--- src/rtl/hwloop_pkg.sv ---
`timescale 1ns/1ps
package hwloop_pkg;

    // Occupancy of the loop stack.
    typedef enum logic [1:0] {
        ST_EMPTY  = 2'd0,
        ST_NESTED = 2'd1,
        ST_FULL   = 2'd2
    } occ_state_e;

    // Which stack entry has its count decremented this cycle.
    typedef enum logic [1:0] {
        DEC_NONE = 2'd0,
        DEC_TOP  = 2'd1,
        DEC_NEXT = 2'd2
    } dec_sel_e;

endpackage

--- src/rtl/hwloop_stack.sv ---
`timescale 1ns/1ps
module hwloop_stack
    import hwloop_pkg::*;
#(
    parameter int DEPTH  = 4,
    parameter int ADDR_W = 16,
    parameter int CNT_W  = 8,
    parameter int LVL_W  = 3
) (
    input  logic              clk,
    input  logic              rst_n,
    input  logic [1:0]        pop_n,
    input  logic              push,
    input  logic [ADDR_W-1:0] push_start,
    input  logic [ADDR_W-1:0] push_end,
    input  logic [CNT_W-1:0]  push_cnt,
    input  dec_sel_e          dec_sel,
    output logic [LVL_W-1:0]  lvl,
    output logic [ADDR_W-1:0] top_start,
    output logic [ADDR_W-1:0] top_end,
    output logic [CNT_W-1:0]  top_cnt,
    output logic [ADDR_W-1:0] nxt_start,
    output logic [ADDR_W-1:0] nxt_end,
    output logic [CNT_W-1:0]  nxt_cnt
);

    logic [ADDR_W-1:0] start_q [DEPTH];
    logic [ADDR_W-1:0] end_q   [DEPTH];
    logic [CNT_W-1:0]  cnt_q   [DEPTH];
    logic [LVL_W-1:0]  lvl_popped;

    // Level once this cycle's pops are applied; a push writes there.
    assign lvl_popped = lvl - LVL_W'(pop_n);

    always_ff @(posedge clk or negedge rst_n) begin
        if (!rst_n) begin
            lvl <= '0;
            for (int i = 0; i < DEPTH; i++) begin
                start_q[i] <= '0;
                end_q[i]   <= '0;
                cnt_q[i]   <= '0;
            end
        end else begin
            lvl <= lvl_popped + LVL_W'(push);
            for (int i = 0; i < DEPTH; i++) begin
                if (push && (int'(lvl_popped) == i)) begin
                    start_q[i] <= push_start;
                    end_q[i]   <= push_end;
                    cnt_q[i]   <= push_cnt;
                end else if ((dec_sel == DEC_TOP) && (int'(lvl) == i + 1)) begin
                    cnt_q[i] <= cnt_q[i] - CNT_W'(1);
                end else if ((dec_sel == DEC_NEXT) && (int'(lvl) == i + 2)) begin
                    cnt_q[i] <= cnt_q[i] - CNT_W'(1);
                end
            end
        end
    end

    // Innermost and second-innermost entries.
    always_comb begin
        top_start = '0;
        top_end   = '0;
        top_cnt   = '0;
        nxt_start = '0;
        nxt_end   = '0;
        nxt_cnt   = '0;
        for (int i = 0; i < DEPTH; i++) begin
            if (int'(lvl) == i + 1) begin
                top_start = start_q[i];
                top_end   = end_q[i];
                top_cnt   = cnt_q[i];
            end
            if (int'(lvl) == i + 2) begin
                nxt_start = start_q[i];
                nxt_end   = end_q[i];
                nxt_cnt   = cnt_q[i];
            end
        end
    end

endmodule

--- src/rtl/hwloop_match.sv ---
`timescale 1ns/1ps
module hwloop_match
    import hwloop_pkg::*;
#(
    parameter int ADDR_W = 16,
    parameter int CNT_W  = 8,
    parameter int LVL_W  = 3
) (
    input  logic [ADDR_W-1:0] pc,
    input  logic              abort,
    input  logic [LVL_W-1:0]  lvl,
    input  logic [ADDR_W-1:0] top_start,
    input  logic [ADDR_W-1:0] top_end,
    input  logic [CNT_W-1:0]  top_cnt,
    input  logic [ADDR_W-1:0] nxt_start,
    input  logic [ADDR_W-1:0] nxt_end,
    input  logic [CNT_W-1:0]  nxt_cnt,
    output logic              redir,
    output logic [ADDR_W-1:0] redir_addr,
    output logic [1:0]        pop_n,
    output dec_sel_e          dec_sel,
    output logic              empty_pop
);

    logic has_top;
    logic has_nxt;

    assign has_top = (int'(lvl) >= 1);
    assign has_nxt = (int'(lvl) >= 2);

    always_comb begin
        redir      = 1'b0;
        redir_addr = '0;
        pop_n      = 2'd0;
        dec_sel    = DEC_NONE;
        empty_pop  = 1'b0;
        if (abort) begin
            if (has_top) begin
                pop_n = 2'd1;
            end else begin
                empty_pop = 1'b1;
            end
        end else if (has_top && (pc == top_end)) begin
            if (top_cnt > CNT_W'(1)) begin
                redir      = 1'b1;
                redir_addr = top_start;
                dec_sel    = DEC_TOP;
            end else begin
                pop_n = 2'd1;
                if (has_nxt && (pc == nxt_end)) begin
                    if (nxt_cnt > CNT_W'(1)) begin
                        redir      = 1'b1;
                        redir_addr = nxt_start;
                        dec_sel    = DEC_NEXT;
                    end else begin
                        pop_n = 2'd2;
                    end
                end
            end
        end
    end

endmodule

--- src/rtl/hwloop_ctrl.sv ---
`timescale 1ns/1ps
module hwloop_ctrl
    import hwloop_pkg::*;
#(
    parameter int ADDR_W = 16,
    parameter int CNT_W  = 8,
    parameter int DEPTH  = 4
) (
    input  logic              clk,
    input  logic              rst_n,
    input  logic [ADDR_W-1:0] pc_in,
    input  logic              setup_valid,
    input  logic [CNT_W-1:0]  setup_count,
    input  logic [ADDR_W-1:0] setup_end_addr,
    input  logic [ADDR_W-1:0] setup_pc,
    input  logic              abort,
    output logic              redirect_valid,
    output logic [ADDR_W-1:0] redirect_addr,
    output logic              loop_active,
    output logic              overflow,
    output logic              underflow
);

    localparam int LVL_W = $clog2(DEPTH + 1);

    occ_state_e        occ_q, occ_d;
    logic [LVL_W-1:0]  stk_lvl;
    logic [LVL_W-1:0]  lvl_next;
    logic [ADDR_W-1:0] top_start, top_end, nxt_start, nxt_end;
    logic [CNT_W-1:0]  top_cnt, nxt_cnt;
    logic              m_redir;
    logic [ADDR_W-1:0] m_addr;
    logic [1:0]        pop_n;
    dec_sel_e          dec_sel;
    logic              empty_pop;
    logic              full_blocks;
    logic              push_ok;
    logic [CNT_W-1:0]  push_cnt;
    logic [ADDR_W-1:0] push_start;
    logic              overflow_q, underflow_q;

    function automatic occ_state_e occ_of(input logic [LVL_W-1:0] l);
        if (l == '0)             return ST_EMPTY;
        else if (int'(l) == DEPTH) return ST_FULL;
        else                     return ST_NESTED;
    endfunction

    hwloop_match #(
        .ADDR_W(ADDR_W), .CNT_W(CNT_W), .LVL_W(LVL_W)
    ) u_match (
        .pc        (pc_in),
        .abort     (abort),
        .lvl       (stk_lvl),
        .top_start (top_start),
        .top_end   (top_end),
        .top_cnt   (top_cnt),
        .nxt_start (nxt_start),
        .nxt_end   (nxt_end),
        .nxt_cnt   (nxt_cnt),
        .redir     (m_redir),
        .redir_addr(m_addr),
        .pop_n     (pop_n),
        .dec_sel   (dec_sel),
        .empty_pop (empty_pop)
    );

    // Setup is dropped only if the stack stays full after this cycle's pops.
    assign full_blocks = (occ_q == ST_FULL) && (pop_n == 2'd0);
    assign push_ok     = setup_valid && !full_blocks;
    assign push_cnt    = (setup_count == '0) ? CNT_W'(1) : setup_count;
    assign push_start  = setup_pc + ADDR_W'(1);
    assign lvl_next    = stk_lvl - LVL_W'(pop_n) + LVL_W'(push_ok);

    hwloop_stack #(
        .DEPTH(DEPTH), .ADDR_W(ADDR_W), .CNT_W(CNT_W), .LVL_W(LVL_W)
    ) u_stack (
        .clk       (clk),
        .rst_n     (rst_n),
        .pop_n     (pop_n),
        .push      (push_ok),
        .push_start(push_start),
        .push_end  (setup_end_addr),
        .push_cnt  (push_cnt),
        .dec_sel   (dec_sel),
        .lvl       (stk_lvl),
        .top_start (top_start),
        .top_end   (top_end),
        .top_cnt   (top_cnt),
        .nxt_start (nxt_start),
        .nxt_end   (nxt_end),
        .nxt_cnt   (nxt_cnt)
    );

    // Next-state logic: push, fill, release, drain.
    always_comb begin
        occ_d = occ_q;
        unique case (occ_q)
            ST_EMPTY: begin
                if (push_ok) occ_d = occ_of(lvl_next);
            end
            ST_NESTED: begin
                occ_d = occ_of(lvl_next);
            end
            ST_FULL: begin
                occ_d = occ_of(lvl_next);
            end
            default: occ_d = ST_EMPTY;
        endcase
    end

    // State register.
    always_ff @(posedge clk or negedge rst_n) begin
        if (!rst_n) occ_q <= ST_EMPTY;
        else        occ_q <= occ_d;
    end

    // Sticky error flags.
    always_ff @(posedge clk or negedge rst_n) begin
        if (!rst_n) begin
            overflow_q  <= 1'b0;
            underflow_q <= 1'b0;
        end else begin
            overflow_q  <= overflow_q  | (setup_valid & full_blocks);
            underflow_q <= underflow_q | empty_pop;
        end
    end

    // Outputs.
    always_comb begin
        unique case (occ_q)
            ST_EMPTY:  loop_active = 1'b0;
            ST_NESTED: loop_active = 1'b1;
            ST_FULL:   loop_active = 1'b1;
            default:   loop_active = 1'b0;
        endcase
        redirect_valid = m_redir;
        redirect_addr  = m_redir ? m_addr : '0;
        overflow       = overflow_q;
        underflow      = underflow_q;
    end

endmodule

--- config.mk ---
export PLATFORM = sky130hd
export DESIGN_NAME = hwloop_ctrl
export DESIGN_NICKNAME = d
export VERILOG_FILES = /design/src/rtl/hwloop_pkg.sv /design/src/rtl/hwloop_stack.sv /design/src/rtl/hwloop_match.sv /design/src/rtl/hwloop_ctrl.sv
export SDC_FILE = /design/constraint.sdc
export NUM_CORES = 1
export LEC_CHECK = 0
export BUFFER_PORTS_ARGS = -buffer_cell sky130_fd_sc_hd__buf_2
export CORE_ASPECT_RATIO = 2
export CORE_MARGIN = 1
export CORE_UTILIZATION = 45
export DETAILED_ROUTE_END_ITERATION = 8
export PLACE_DENSITY_LB_ADDON = 0.1
export SLEW_MARGIN = 25
export SYNTH_ARGS = -nofsm -noshare
export SYNTH_HDL_FRONTEND = slang
export SYNTH_SLANG_ARGS = --single-unit
--- constraint.sdc ---
create_clock -name clk -period 4.7 [get_ports clk]
set_input_delay 0.235 -clock clk [delete_from_list [all_inputs] [get_ports clk]]
set_output_delay 0.235 -clock clk [all_outputs]
set_load 0.1 [all_outputs]
* Word level (Yosys, flattened, before mapping)
Cells that the tools add are included.
** Cells by class
- Reductions and logical operators :: 27
- Multiplexer cells :: 66
- Add/subtract/negate cells :: 7
- Equality and inequality tests :: 16
- $lt $le $gt $ge :: 4
- Bitwise gates (word level) :: 3
** Operators by type and width (count)
- $mux 16 :: 22
- $mux 8 :: 21
- $eq 16x16->1 :: 2
- $sub 8x1->8 const B :: 4
- $mux 2 :: 13
- $eq 3x3->1 const B :: 7
- $add 16x1->16 const B :: 1
- $gt 8x1->1 const B :: 2
- $logic_and 1x1->1 :: 16
- $reduce_bool 3->1 :: 4
- $mux 1 :: 9
- $logic_not 8->1 :: 1
- $eq 3x2->1 const B :: 2
- $logic_not 3->1 :: 2
- $eq 2x1->1 const B :: 2
- $eq 2x2->1 const B :: 2
- $logic_not 2->1 :: 2
- $pmux 2 s2 :: 1
- $add 3x1->3 :: 1
- $ge 3x1->1 const B :: 1
- $ge 3x2->1 const B :: 1
- $sub 3x2->3 :: 1
- $ne 2x1->1 const B :: 1
- $or 1x1->1 :: 2
- 3 further kinds :: 3
** Word-level totals
- Output and inout bits :: 20
- Logic and storage cells :: 139
- Input bits :: 60
- Register bits after elaboration :: 167

* Depth between registers and ports, before layout
- Depth after elaboration :: 21
- Mapped depth :: 23
- Gate-level depth less buffers :: 17

* Modules after synthesis
From an unflattened synthesis, not the netlist that was laid out.
** Second synthesis, totals
- Cells, all modules :: 1209
- Area, all modules :: 10802.9 µm²
** Modules (own cells, without submodules)
- hwloop_stack :: cells each 993, seq. area each 4078.9 µm², area each 9225.1 µm², times used 1
- hwloop_match :: cells each 120, seq. area each 0.0 µm², area each 824.5 µm², times used 1
- hwloop_ctrl :: cells each 96, seq. area each 100.1 µm², area each 753.2 µm², times used 1

* Least setup slack after synthesis
Ideal clock, no wire load.
- Kind :: register to register
- Start point :: reg u_stack.lvl[1]
- End point :: reg u_stack.cnt_q[17] (netlist name)
- Cell stages (with the launch flop) :: 21
- Arrival time :: 4806 ps
- Path buffers :: 4
- Library setup time :: 125 ps
- Period minus slack after synthesis :: 4931 ps
- Required time :: 4575 ps
- Setup slack :: -231 ps
- Cells stage by stage :: dfrtp_1 > clkbuf_1 > nor3b_1 > a221oi_2 > xnor2_1 > or3_1 > or4_1 > buf_2 > nor3_2 > clkbuf_1 > nand2_1 > o21ai_0 > ha_1 > inv_1 > fa_1 > xor2_1 > nand2_1 > nor2_1 > o211a_1 > buf_2 > mux2_2
** Between the ends
- Longest elaborated chain between the ends :: 17
- Elaborated cells on any way between the ends :: 54
- Those cells by class :: 1 x add/sub; 4 x order compare; 10 x eq/ne; 29 x mux; 10 x reduce/logical
** RTL lines
- start, declared :: RTL line hwloop_stack.sv:18 : output logic [LVL_W-1:0] lvl,
- start signal, assigned :: RTL line hwloop_stack.sv:44 : lvl <= lvl_popped + LVL_W'(push);
- branches (longest 17 deep; another with $gt 8x1->1)
- end signal, assigned by index :: RTL line hwloop_stack.sv:49 : cnt_q[i] <= push_cnt;
- end signal, assigned by index :: RTL line hwloop_stack.sv:51 : cnt_q[i] <= cnt_q[i] - CNT_W'(1);
- end signal, assigned by index :: RTL line hwloop_stack.sv:53 : cnt_q[i] <= cnt_q[i] - CNT_W'(1);
- end, declared :: RTL line hwloop_stack.sv:29 : logic [CNT_W-1:0] cnt_q [DEPTH];
Several ways; the timed one is not identified.
A chain may end at the register's enable or synchronous reset.

* Worst setup path after layout
- Start point :: reg u_stack.lvl[0]
- End point :: reg u_stack.start_q[3] (netlist name)
** Between the ends
- Longest elaborated chain between the ends :: 16
- Elaborated cells on any way between the ends :: 42
- Those cells by class :: 1 x add/sub; 4 x order compare; 8 x eq/ne; 22 x mux; 7 x reduce/logical
** RTL lines
- branches (longest 15 deep; another with $gt 8x1->1)
- $logic_and 1x1->1 (*) :: RTL line hwloop_stack.sv:46 : if (push && (int'(lvl_popped) == i)) begin
- end signal, assigned by index :: RTL line hwloop_stack.sv:47 : start_q[i] <= push_start;
- end, declared :: RTL line hwloop_stack.sv:27 : logic [ADDR_W-1:0] start_q [DEPTH];
Mark *: on every way between the ends.

==> results_dict.tcl <==
set metrics [dict create \
    row_count 76 \
    clock_path_buffers 2 \
    vias_per_cell 6.010 \
    worstSetupEndpointType "register" \
    antenna_found_initial 0 \
    drv_slew 0 \
    drive_above_1_share_pct 27.76 \
    drc 0 \
    io_buffers 79 \
    synthesis.instances 1062 \
    grt_pass1_vias 8523 \
    max_slew.worst_pin.slew_ns 0.7615 \
    status "finished clean" \
    core_mm2 0.02159 \
    p_leak_nw 5.649 \
    wire_per_inst_um 22.27 \
    whs_ns 0.02569 \
    grt_max_degree 77 \
    hold_viol 0 \
    syn_area_mm2 0.009951 \
    clock.fmax_ghz 0.2160 \
    netlist.area_leader.share_pct 42.00 \
    fin_skew_ns 0.007940 \
    path_class "reg2reg" \
    fin_ws_ns 0.07000 \
    required_ns 5.07 \
    yosys_register_bits 167 \
    dieArea_mm2 0.02275 \
    syn_to_final_growth_pct 27.89 \
    critPathArrivalTime_ns 5.00 \
    synth_edf_count 0 \
    post_layout_nonfiller_instances 1469 \
    io_pins 80 \
    place_ws_ns -0.1066 \
    h-tree-depth 4 \
    synth_top_area_cell "dfrtp_1" \
    overflow 0 \
    final-setup-viol-count 0 \
    vdd_ir_drop_max_v 0.0004193 \
    synth_flop_cell "dfrtp_1" \
    diodes 0 \
    r2r_slack_ns 0.07 \
    root_buffer "clkbuf_16" \
    maxSlewHeadroom_pct 49.23 \
    gp_congestion 0.8914 \
    period_minus_slack_ns 4.630 \
    via_count 8828 \
    die_h_um 212.3 \
    setup_tns_ns 0 \
    ys_types 61 \
    powerDensity_mw_per_mm2 722.3 \
    grt_pass1_wl_um 45970 \
    grtUsageTotal_pct 27.12 \
    drt_iter0_drc 536 \
    rsz0062_at_grt "yes" \
    final_nets 1254 \
    clkTransAtPathRegs_ns 0.06 \
    worstSkewPairLatency_ns 0.45 \
    cts_sinks 167 \
    drt_pre_antenna_iters 5 \
    ys_warn_count 0 \
    postRouteAntennaNets 0 \
    synth_top_cells_by_area "dfrtp_1 (42%), mux2i_1 (6.4%), nand2_1 (6.4%)" \
    critPathMaxFanout 8 \
    cts_buffers 17 \
    yosysSeqAreaShare_pct 42.00 \
    fin_crit_sh_pct 98.51 \
    design_area_mm2 0.01273 \
    synth-async-reset-ratio_pct 100.0 \
    synth.avg_cell_area_um2 9.370 \
    dieWidth_um 107.2 \
    hp-class "in2reg" \
    wirelength_um 32720 \
    placed_cell_area_mm2 0.01120 \
    cts_tree "built" \
    synth.net_count 1133 \
    start_kind "register" \
    placed_cells 1403 \
    initial_core_util_pct 46.10 \
    cap_violations 0 \
    hpwl_um 20990 \
]
## per-layer routing
metal | track usage [%] | vias up | routed length (um)
li1 | - | 4073 | -
met1 | 28.73 | 4382 | 11450
met2 | 51.41 | 274 | 18160
met3 | 4.077 | 99 | 1243
met4 | 12.80 | 0 | 1866
met5 | 0 | - | 0
## cell usage after synthesis (3+ instances only)
| cell | instances |
|---|---|
| o31ai_1 | 7 |
| a221oi_1 | 18 |
| o211ai_2 | 3 |
| o21a_1 | 3 |
| a31oi_1 | 10 |
| nor3_1 | 15 |
| o22ai_1 | 14 |
| o211ai_1 | 6 |
| nand2_1 | 170 |
| nor4_1 | 14 |
| a21oi_1 | 20 |
| mux2_2 | 42 |
| o221ai_1 | 6 |
| a222oi_1 | 7 |
| ha_1 | 10 |
| and2_1 | 16 |
| o21ai_1 | 8 |
| xnor2_1 | 22 |
| o211a_1 | 3 |
| mux2i_1 | 64 |
| nand3_1 | 15 |
| buf_2 | 23 |
| and3_1 | 3 |
| or2_2 | 3 |
| clkbuf_1 | 33 |
| xor2_1 | 39 |
| nor2_1 | 65 |
| nand4_1 | 14 |
| inv_1 | 28 |
| dfrtp_1 | 167 |
| o21ai_0 | 92 |
| a211oi_1 | 4 |
| nand2b_1 | 5 |
| or3_1 | 6 |
| or4_1 | 11 |
| nor3b_1 | 4 |
| a22oi_1 | 17 |
| buf_1 | 8 |
| mux2_1 | 37 |
## placed cells by master (no fill, tap or decap), types with 11 or more instances in the layout
| master | count |
|---|---|
| xor2_1 | 38 |
| a21oi_1 | 19 |
| buf_2 | 61 |
| clkbuf_16 | 27 |
| nand4_1 | 14 |
| mux2_2 | 39 |
| o22ai_1 | 14 |
| nand3_1 | 14 |
| a221oi_1 | 17 |
| nand2_2 | 25 |
| or4_1 | 11 |
| dfrtp_1 | 166 |
| inv_1 | 26 |
| nand2_1 | 144 |
| mux2_4 | 32 |
| o21ai_1 | 28 |
| o21ai_0 | 66 |
| nor2_1 | 59 |
| mux2i_1 | 64 |
| a22oi_1 | 17 |
| nor3_1 | 15 |
| xnor2_1 | 22 |
| buf_4 | 52 |
| and2_1 | 16 |
| nor4_1 | 13 |
| buf_12 | 29 |
## sequential cells by signal, indices dropped and copies added, names as in the netlist
register	count
u_stack.start_q	64
u_stack.end_q	64
overflow	1
occ_q	2
u_stack.cnt_q	32
underflow	1
u_stack.lvl	3
## logic make-up after synthesis
kind of cell,count (synthesis),synth area share [%]
xor+xnor,61,5.369
buf+inv,94,3.948
flops,167,42.00
mux,143,15.38
simple gates,354,16.72
fa+ha+maj,11,1.459
compound gates,232,15.13
## stage by stage
stage,util (%),power [mW]
2_1_floorplan,-,5.513
3_3_place_gp,51.87,6.729
3_5_place_dp,51.87,6.824
4_1_cts,55.30,8.445
5_1_grt,58.96,9.729
6_report,58.96,9.191
## area by class of cell
class	count	area, um2
fillers	1887	8860
clock buffers	22	474.2
multi-input cells	801	5719
repair buffers	168	1737
clock inverters	10	166.4
inverters	28	105.1
flip-flops and latches	167	4183
well taps	273	341.6
## power breakdown
group	switching [mW]	internal, mW	total (mW)
Sequential	0.659	2.14	2.80
Clock	0.598	0.935	1.53
Combinational	2.62	2.24	4.86
Total	3.87	5.32	9.19
## worst paths after layout
kind                              startpoint                  end  cells past startpoint
setup reg to reg              u_stack.lvl[0]   u_stack.start_q[3]                     20
hold / removal             setup_end_addr[7]     u_stack.end_q[7]                      3
setup / recovery              u_stack.lvl[0]   u_stack.start_q[3]                     20
min in group asynchronous              rst_n  u_stack.start_q[24]                      2
max in group asynchronous              rst_n    u_stack.end_q[25]                      3
hold reg to reg                     overflow             overflow                      1
## repair_timing
| action | CTS | global route |
|---|---|---|
| gates resized for setup | 4 | 127 |
| cloned | 1 | 16 |
| hold buffers | 1 | 0 |
| buffers inserted | 5 | 11 |
| pin swaps | 5 | 31 |
| endpoints found under the hold margin | 74 | 0 |
| endpoints found under the setup margin | 57 | 138 |
## worst max-delay path, stage by stage, from the launching register on
cell	delay (ns)
dfrtp_4	0.54
buf_8	0.16
buf_12	0.12
mux2_1	0.30
a222oi_1	0.36
xnor2_1	0.10
or4_1	0.58
nor3_4	0.23
nand2_1	0.11
o21ai_1	0.18
ha_2	0.19
inv_2	0.04
fa_2	0.34
xor2_2	0.16
buf_4	0.15
and3_4	0.19
buf_6	0.12
o211ai_4	0.26
clkbuf_16	0.30
nand2_1	0.06
o21ai_1	0.07
No activity file was read; power rests on OpenSTA's default activity.
